[config.mk]
export PLATFORM = sky130hd
export DESIGN_NAME = sc_char_tx
export DESIGN_NICKNAME = d
export VERILOG_FILES = /design/src/rtl/sc_char_tx.sv
export SDC_FILE = /design/constraint.sdc
export NUM_CORES = 1
export LEC_CHECK = 0
export BUFFER_PORTS_ARGS = -buffer_cell sky130_fd_sc_hd__buf_4
export CAP_MARGIN = 20
export CORE_UTILIZATION = 59
export CTS_CLUSTER_DIAMETER = 40
export DETAILED_ROUTE_END_ITERATION = 16
export PLACE_DENSITY_LB_ADDON = 0.2
export SLEW_MARGIN = 0
export SYNTH_ARGS = -nofsm -noshare
export SYNTH_HDL_FRONTEND = slang
export SYNTH_SLANG_ARGS = --single-unit
[constraint.sdc]
create_clock -name clk -period 2.65 [get_ports clk]
set_input_delay 0.53 -clock clk [delete_from_list [all_inputs] [get_ports clk]]
set_output_delay 0.53 -clock clk [all_outputs]
set_load 0.1 [all_outputs]
[src/rtl/sc_char_tx.sv]
module sc_char_tx #(
  parameter int DEPTH      = 2,
  parameter int FIELD_W    = 3,
  parameter int RECOV_HALF = 6
)(
  input  logic               clk,
  input  logic               rst_n,
  input  logic               half_tick,
  input  logic [7:0]         tx_data,
  input  logic               tx_valid,
  output logic               tx_ready,
  input  logic               two_stop,
  input  logic               cfg_wr,
  input  logic               cfg_retry_en,
  input  logic [FIELD_W-1:0] cfg_retry_field,
  input  logic               err_clr,
  input  logic               io_sense,
  output logic               io_drive_low,
  output logic               tx_done,
  output logic               tx_err
);
  localparam int PW = (DEPTH > 1) ? $clog2(DEPTH) : 1;
  localparam int CW = $clog2(DEPTH + 1);
  localparam int HW = $clog2(RECOV_HALF + 4);
  localparam int RW = FIELD_W + 1;

  typedef enum logic [1:0] {S_IDLE, S_BITS, S_STOP, S_RECOV} state_t;

  state_t             state;
  logic [7:0]         mem [DEPTH];
  logic [PW-1:0]      wr_ptr, rd_ptr;
  logic [CW-1:0]      count;
  logic               push, pop;
  logic [1:0]         sense_sync;
  logic               retry_en;
  logic [FIELD_W-1:0] retry_field;
  logic [RW-1:0]      retries, limit;
  logic [7:0]         cur;
  logic [3:0]         bit_idx;
  logic               phase;
  logic [HW-1:0]      hcnt, stop_last;
  logic               line_bit;

  function automatic logic [PW-1:0] next_ptr(input logic [PW-1:0] p);
    return (p == PW'(DEPTH - 1)) ? '0 : p + 1'b1;
  endfunction

  assign tx_ready  = (count != CW'(DEPTH));
  assign push      = tx_valid && tx_ready;
  assign pop       = (state == S_IDLE) && half_tick && (count != '0);
  assign limit     = RW'(retry_field) + RW'(1);
  assign stop_last = two_stop ? HW'(3) : HW'(1);

  always_ff @(posedge clk)
    if (push) mem[wr_ptr] <= tx_data;

  always_ff @(posedge clk or negedge rst_n)
    if (!rst_n) begin
      wr_ptr <= '0;
      rd_ptr <= '0;
      count  <= '0;
    end else begin
      if (push) wr_ptr <= next_ptr(wr_ptr);
      if (pop)  rd_ptr <= next_ptr(rd_ptr);
      case ({push, pop})
        2'b10:   count <= count + 1'b1;
        2'b01:   count <= count - 1'b1;
        default: count <= count;
      endcase
    end

  always_ff @(posedge clk or negedge rst_n)
    if (!rst_n) sense_sync <= 2'b11;
    else        sense_sync <= {sense_sync[0], io_sense};

  always_ff @(posedge clk or negedge rst_n)
    if (!rst_n) begin
      retry_en    <= 1'b0;
      retry_field <= '0;
    end else if (cfg_wr) begin
      retry_en <= cfg_retry_en;
      if (!retry_en) retry_field <= cfg_retry_field;
    end

  always_comb begin
    line_bit = 1'b1;
    if (bit_idx == 4'd0)      line_bit = 1'b0;
    else if (bit_idx == 4'd9) line_bit = ^cur;
    else
      for (int i = 0; i < 8; i++)
        if (bit_idx == 4'(i + 1)) line_bit = cur[i];
  end

  assign io_drive_low = (state == S_BITS) && !line_bit;

  always_ff @(posedge clk or negedge rst_n)
    if (!rst_n) begin
      state   <= S_IDLE;
      cur     <= '0;
      bit_idx <= '0;
      phase   <= 1'b0;
      hcnt    <= '0;
      retries <= '0;
      tx_done <= 1'b0;
      tx_err  <= 1'b0;
    end else begin
      tx_done <= 1'b0;
      if (err_clr) tx_err <= 1'b0;
      if (half_tick) begin
        case (state)
          S_IDLE:
            if (count != '0) begin
              cur     <= mem[rd_ptr];
              state   <= S_BITS;
              bit_idx <= '0;
              phase   <= 1'b0;
              retries <= '0;
            end
          S_BITS:
            if (phase) begin
              phase <= 1'b0;
              if (bit_idx == 4'd9) begin
                state <= S_STOP;
                hcnt  <= '0;
              end else begin
                bit_idx <= bit_idx + 4'd1;
              end
            end else begin
              phase <= 1'b1;
            end
          S_STOP: begin
            hcnt <= hcnt + 1'b1;
            if (hcnt == '0 && retry_en && !sense_sync[1]) begin
              if (retries < limit) begin
                retries <= retries + 1'b1;
                state   <= S_RECOV;
                hcnt    <= '0;
              end else begin
                tx_err <= 1'b1;
                state  <= S_IDLE;
              end
            end else if (hcnt == stop_last) begin
              tx_done <= 1'b1;
              state   <= S_IDLE;
            end
          end
          S_RECOV:
            if (hcnt == HW'(RECOV_HALF - 1)) begin
              state   <= S_BITS;
              bit_idx <= '0;
              phase   <= 1'b0;
            end else begin
              hcnt <= hcnt + 1'b1;
            end
          default: state <= S_IDLE;
        endcase
      end
    end
endmodule

# Yosys cells after proc, flatten, opt, wreduce, memory -nomap -nowiden
# Memory sizes are Yosys's and may differ from the RTL's. A register that Yosys moved wholly into a read port is not among the register bits.
# Cells that the tools add are included.
[totals]
regBits = 27
ram_bits = 16
input_bits = 20
output_inout_bits = 4
elab_cells = 126
memories = 1
[mem_list]
columns = ["memory", "words", "width", "read_ports", "rd_ports_with_merged_regs", "write_ports", "line", "rtl"]
rows = [
  ["mem", 2, 8, 1, 1, 1, "30", "logic [7:0] mem [DEPTH];"],
]
[classes]
n_addsub = 8
n_lt_le_gt_ge = 1
n_eq_ne = 26
muxes = 51
n_bitwise = 1
reduce_logical = 25
[ops]
columns = ["op", "n"]
rows = [
  ["4-bit two-way mux", 11],
  ["1-bit two-way mux", 26],
  ["4-bit one-hot mux with 3 select lines", 2],
  ["4-bit by 3-bit equality test with 1-bit output, second input constant", 5],
  ["2-bit two-way mux", 8],
  ["2-bit != test, second input constant", 8],
  ["4-bit by 1-bit adder with 4-bit output, second input constant", 3],
  ["6-bit AND reduction", 2],
  ["5-bit AND reduction", 2],
  ["4-bit by 2-bit equality test with 1-bit output, second input constant", 2],
  ["4-bit equality test, second input constant", 2],
  ["4-bit logical NOT", 2],
  ["2-bit one-hot mux with 4 select lines", 1],
  ["4-bit one-hot mux with 2 select lines", 1],
  ["8-bit parity", 1],
  ["2-bit equality test, second input constant", 3],
  ["1-bit logical AND", 6],
  ["2-bit nonzero test", 3],
  ["3-bit nonzero test", 2],
  ["3-bit by 1-bit adder with 4-bit output, second input constant", 1],
  ["2-bit by 1-bit equality test with 1-bit output, second input constant", 2],
  ["4-bit by 1-bit equality test with 1-bit output, second input constant", 1],
  ["4-bit by 2-bit equality test with 1-bit output", 1],
  ["4-bit < comparator", 1],
  ["13 further kinds", 16],
]

# Depth between registers and ports, before layout
[depth]
word_depth = 13
mapped_depth = 9
mapped_depth_nobuf = 8

# Least setup slack after synthesis
# Ideal clock, no wire load.
[synth_timing]
path_kind = "register to output"
start = "register bit_idx[0]"
end = "output io_drive_low"
arrival_ps = 2158
required_time_ps = 2120
setup_slack_ps = -38
stages_incl_launch_ff = 8
path_buffers = 0
path_cell_list = "dfrtp_1 inv_1 ha_1 nor2_1 a221oi_1 a2111o_1 a31oi_1 a311o_1"
[synth_between]
elab_chain_cells = 13
word_cells_on_any_way = 22
cone_classes = "eq/ne (9); mux (10); reduce/logical (3)"
[synth_rtl]
columns = ["element", "line", "rtl"]
rows = [
  ["start: declaration", "39", "logic [3:0] bit_idx;"],
  ["start signal: assignment", "126", "bit_idx <= bit_idx + 4'd1;"],
  ["4-bit by 1-bit equality test with 1-bit output", "91", "if (bit_idx == 4'(i + 1)) line_bit = cur[i];"],
  ["1-bit two-way mux (8 in series)", "91", ""],
  ["1-bit two-way mux", "88", "else if (bit_idx == 4'd9) line_bit = ^cur;"],
  ["1-bit two-way mux (*)", "87", "if (bit_idx == 4'd0) line_bit = 1'b0;"],
  ["1-bit logical NOT (*)", "94", "assign io_drive_low = (state == S_BITS) && !line_bit;"],
  ["1-bit logical AND (*)", "94", ""],
  ["end: declaration", "18", "output logic io_drive_low,"],
]
# Mark *: on every way between the ends. The rest lies on a longest branch, timed or not.

# Worst setup path after layout
# Same ends and word-level chain as after synthesis.

==> impl_metrics.yaml <==
run_status:
  status: "completed"
drt:
  violation_count_after_the_first_detailed_routing_iteration: 83
  drt-total-wl_um: 4230
  drt-vias-per-instance: 5.68
  drt_drc_violations_left: 0
  dr_total_vias: 1748
  drtPass1Iterations: 4
  routed_antenna_nets: 0
  detail_route.wl_per_cell_um: 13.7
synth:
  yosysSeqAreaShare_pct: 52.0
  ys_ff_latch: 51
  netlist_area_um2: 2620
  synth_cell_type_count: 50
  synth_largest_area_cell: "dfrtp_1"
  postSynth.topFlopCell: "dfrtp_1"
  syn_inst: 228
  avgSynthCellArea_um2: 11.5
  leading_post_synthesis_cells_by_cell_area: "dfrtp_1 32%, edfxtp_1 18%, ha_1 8.1%"
  synth-async-reset-ratio_pct: 68.6
  synth_largest_type_area_fraction_pct: 31.6
  yosys_warnings: 0
  synth_fp_nets: 265
  synth-edff-count: 16
floorplan:
  die_h_um: 68.6
  die_w_um: 68.6
  floorplan.io_pins: 24
  core_region_area_um2: 4120
  die_area_um2: 4700
  row_count: 23
  initial_standard_cell_utilization_of_the_core_pct: 63.5
worst_setup_path:
  critical_path_peak_fanout: 4
  cp.required_ps: 2120
  crit_path_cell_trace: "inv_2 -> ha_2 -> nor2_1 -> a221oi_2 -> a2111o_1 -> a31oi_1 -> a311o_2 -> buf_12"
  timing.rr.end: "hcnt[3]$_DFFE_PN0P_"
  setup.worst_path.class: "reg -> out"
  worstSetupEndpointType: "output port"
  setup.worst_path.start_class: "flip-flop"
  critPathBufInv: 2
  cp.arrival_ps: 2040
  worst-r2r-cell-count: 9
  path_delay_family: "compound AO/OA/AOI/OAI gates"
  cp_slowest_cell: "dfrtp_1"
  worst_r2r_startpoint: "retry_field[0]$_DFFE_PN0P_"
  worst-r2r-setup-slack_ps: 420
  slowest_stage_delay_on_critical_path_ps: 430
global_routing:
  grt_use_total_pct: 20.8
  first_pass_grt_wire_length_um: 7040
  grt_max_degree: 36
  grt_pass1_vias: 1584
  globalRouteOverflowTotal: 0
  antenna_violations_before_repair: 0
hold_path:
  hold_path_class: "in -> async"
power:
  power.switching_fraction_pct: 40.7
  clockPowerShare_pct: 15.1
  cellLeakagePower_nw: 1.30
  switchingPower_w: 0.00128
  pwr-share-comb_pct: 44.6
  cell_internal_pwr_w: 0.00186
  worst_ir_drop_vdd_uv: 847
  sequential_group_share_of_total_power_pct: 40.3
  cellPowerDensity_nw_per_um2: 1060
sta:
  timing_worst_slew_pin_value_ps: 632
  max_clock_freq_mhz: 389
  finalHoldViolations: 0
  fin_setup_tns_ps: 0
  relative_slew_slack_pct: 57.7
  period_share_pct: 96.9
  finalSetupViolCount: 0
  layout_min_cycle_time_ps: 2570
  worst_clock_skew_ps: 9.34
  slew_viol_final: 0
finish:
  ratio_of_cells_with_drive_above_1_in_the_final_layout_pct: 20.5
  num_antenna_cells: 0
  area.growth.synth_to_final_pct: 13.7
  final_common_cell: "dfrtp_1"
  layoutNonFillerInstCount: 308
  top_library_cells_by_usage_in_the_layout_fill_and_taps_aside: "33 x dfrtp_1, 25 x buf_4, 22 x nand2_1"
  layout.nets: 294
  nFillCells: 286
clock_tree:
  numCtsBuffers: 5
  worstSkewPairLatency_ps: 310
  tritoncts: "built"
  sink_count: 51
  max-clock-path-buffers: 2
  cts_root_buf: "clkbuf_8"
  post_cts_hold_buffers: 0
  h-tree-depth: 2
  worst_setup_hold_path_clk_slew_ps: 100
run:
  max_cap_violations: 0
place:
  routabilityCongestion: 0.801
  placement.io_buffers: 23
  post-place-cells: 299
  place.detailed.hpwl_um: 3050
-- Yosys cell counts, types with 2 or more instances --
| cell | n |
|---|---|
| nand2b_1 | 3 |
| dfstp_2 | 2 |
| edfxtp_1 | 16 |
| mux2_2 | 7 |
| mux2i_1 | 11 |
| clkbuf_1 | 2 |
| o211ai_1 | 2 |
| a211oi_1 | 2 |
| a31oi_1 | 3 |
| inv_1 | 19 |
| xnor2_1 | 12 |
| xor2_1 | 2 |
| a21oi_1 | 5 |
| ha_1 | 17 |
| o21ai_0 | 19 |
| o22ai_1 | 3 |
| dfrtp_1 | 33 |
| nand2_1 | 22 |
| or3_1 | 4 |
| nor2_1 | 7 |
| nor3_1 | 3 |
| nand3_1 | 6 |
-- power by group through the flow --
stage / logic [W] / registers [W] / clock network [W]
after floorplan: 0.00111 / 0.00120 / 0
after global placement: 0.00130 / 0.00127 / 0
after detailed placement: 0.00132 / 0.00128 / 0
after CTS: 0.00136 / 0.00126 / 0.000484
after global routing: 0.00155 / 0.00129 / 0.000506
final: 0.00140 / 0.00127 / 0.000473
-- stage by stage --
stage	hold slack [ps]	utilization, %	area [um2]	worst slack (ps)	power, W
2_1_floorplan	234	-	2620	329	0.00231
3_3_place_gp	347	69.3	2850	338	0.00257
3_5_place_dp	348	69.3	2850	279	0.00260
4_1_cts	169	71.8	2960	11.9	0.00310
5_1_grt	190	72.3	2970	-22.8	0.00335
6_report	153	72.3	2970	81.6	0.00314
-- worst register-to-register path: stages, from the launching register on --
cell and delay [ps]:
dfrtp_1 420, ha_1 220, xnor2_1 120, ha_1 260, o21a_1 170, o2bb2ai_1 210, buf_4 160, nand2_1 60
a211oi_1 380, o22ai_1 110
-- final cells by class --
class	instances	area [um2]	share of cell area [%]
multi-input cells	154	1180	39.6
well taps	50	62.6	2.10
clock inverters	3	26.3	0.883
clock buffers	5	68.8	2.31
inverters	19	71.3	2.40
flip-flops and latches	51	1360	45.7
repair buffers	26	208	6.98
-- state kept, by name, indices dropped and copies added (netlist names) --
| signal | cells |
|---|---|
| retry_field | 3 |
| sense_sync | 2 |
| bit_idx | 4 |
| tx_err | 1 |
| tx_done | 1 |
| phase | 1 |
| state | 2 |
| mem | 16 |
| rd_ptr | 1 |
| count | 2 |
| wr_ptr | 1 |
| cur | 8 |
| retry_en | 1 |
| retries | 4 |
| hcnt | 4 |
-- timing repair --
action	in CTS	in global routing
gates resized for setup	1	5
setup buffers	1	0
endpoints found under the setup margin	1	1
pin swaps	0	0
endpoints found under the hold margin	0	0
-- worst max path at each step --
| stage | end | cells after the start | startpoint |
|---|---|---|---|
| final | io_drive_low | 8 | bit_idx[0]$_DFFE_PN0P_ |
| after global routing | io_drive_low | 6 | state[1]$_DFFE_PN0P_ |
| after CTS | io_drive_low | 8 | bit_idx[0]$_DFFE_PN0P_ |
| after detailed placement | io_drive_low | 8 | bit_idx[0]$_DFFE_PN0P_ |
| after global placement | io_drive_low | 8 | bit_idx[0]$_DFFE_PN0P_ |
| after floorplan | io_drive_low | 7 | bit_idx[0]$_DFFE_PN0P_ |
-- cell families (layout without fill, tap and decap cells) --
group	Yosys count	in the layout	synth area share [%]
simple gates	57	57	12.1
flops	51	51	52.0
compound gates	48	48	12.5
buf+inv	23	53	3.35
mux	18	18	7.23
fa+ha+maj	17	17	8.13
xor+xnor	14	14	4.69
-- routing by layer --
metal / routed length [um] / up-vias / global-route usage [%]
met5: 0 / - / 0
met4: 48 / 0 / 6.25
met2: 1970 / 33 / 32.7
met1: 2070 / 833 / 28.4
li1: - / 876 / -
met3: 145 / 6 / 5.43
No activity file was read; power rests on OpenSTA's default activity.
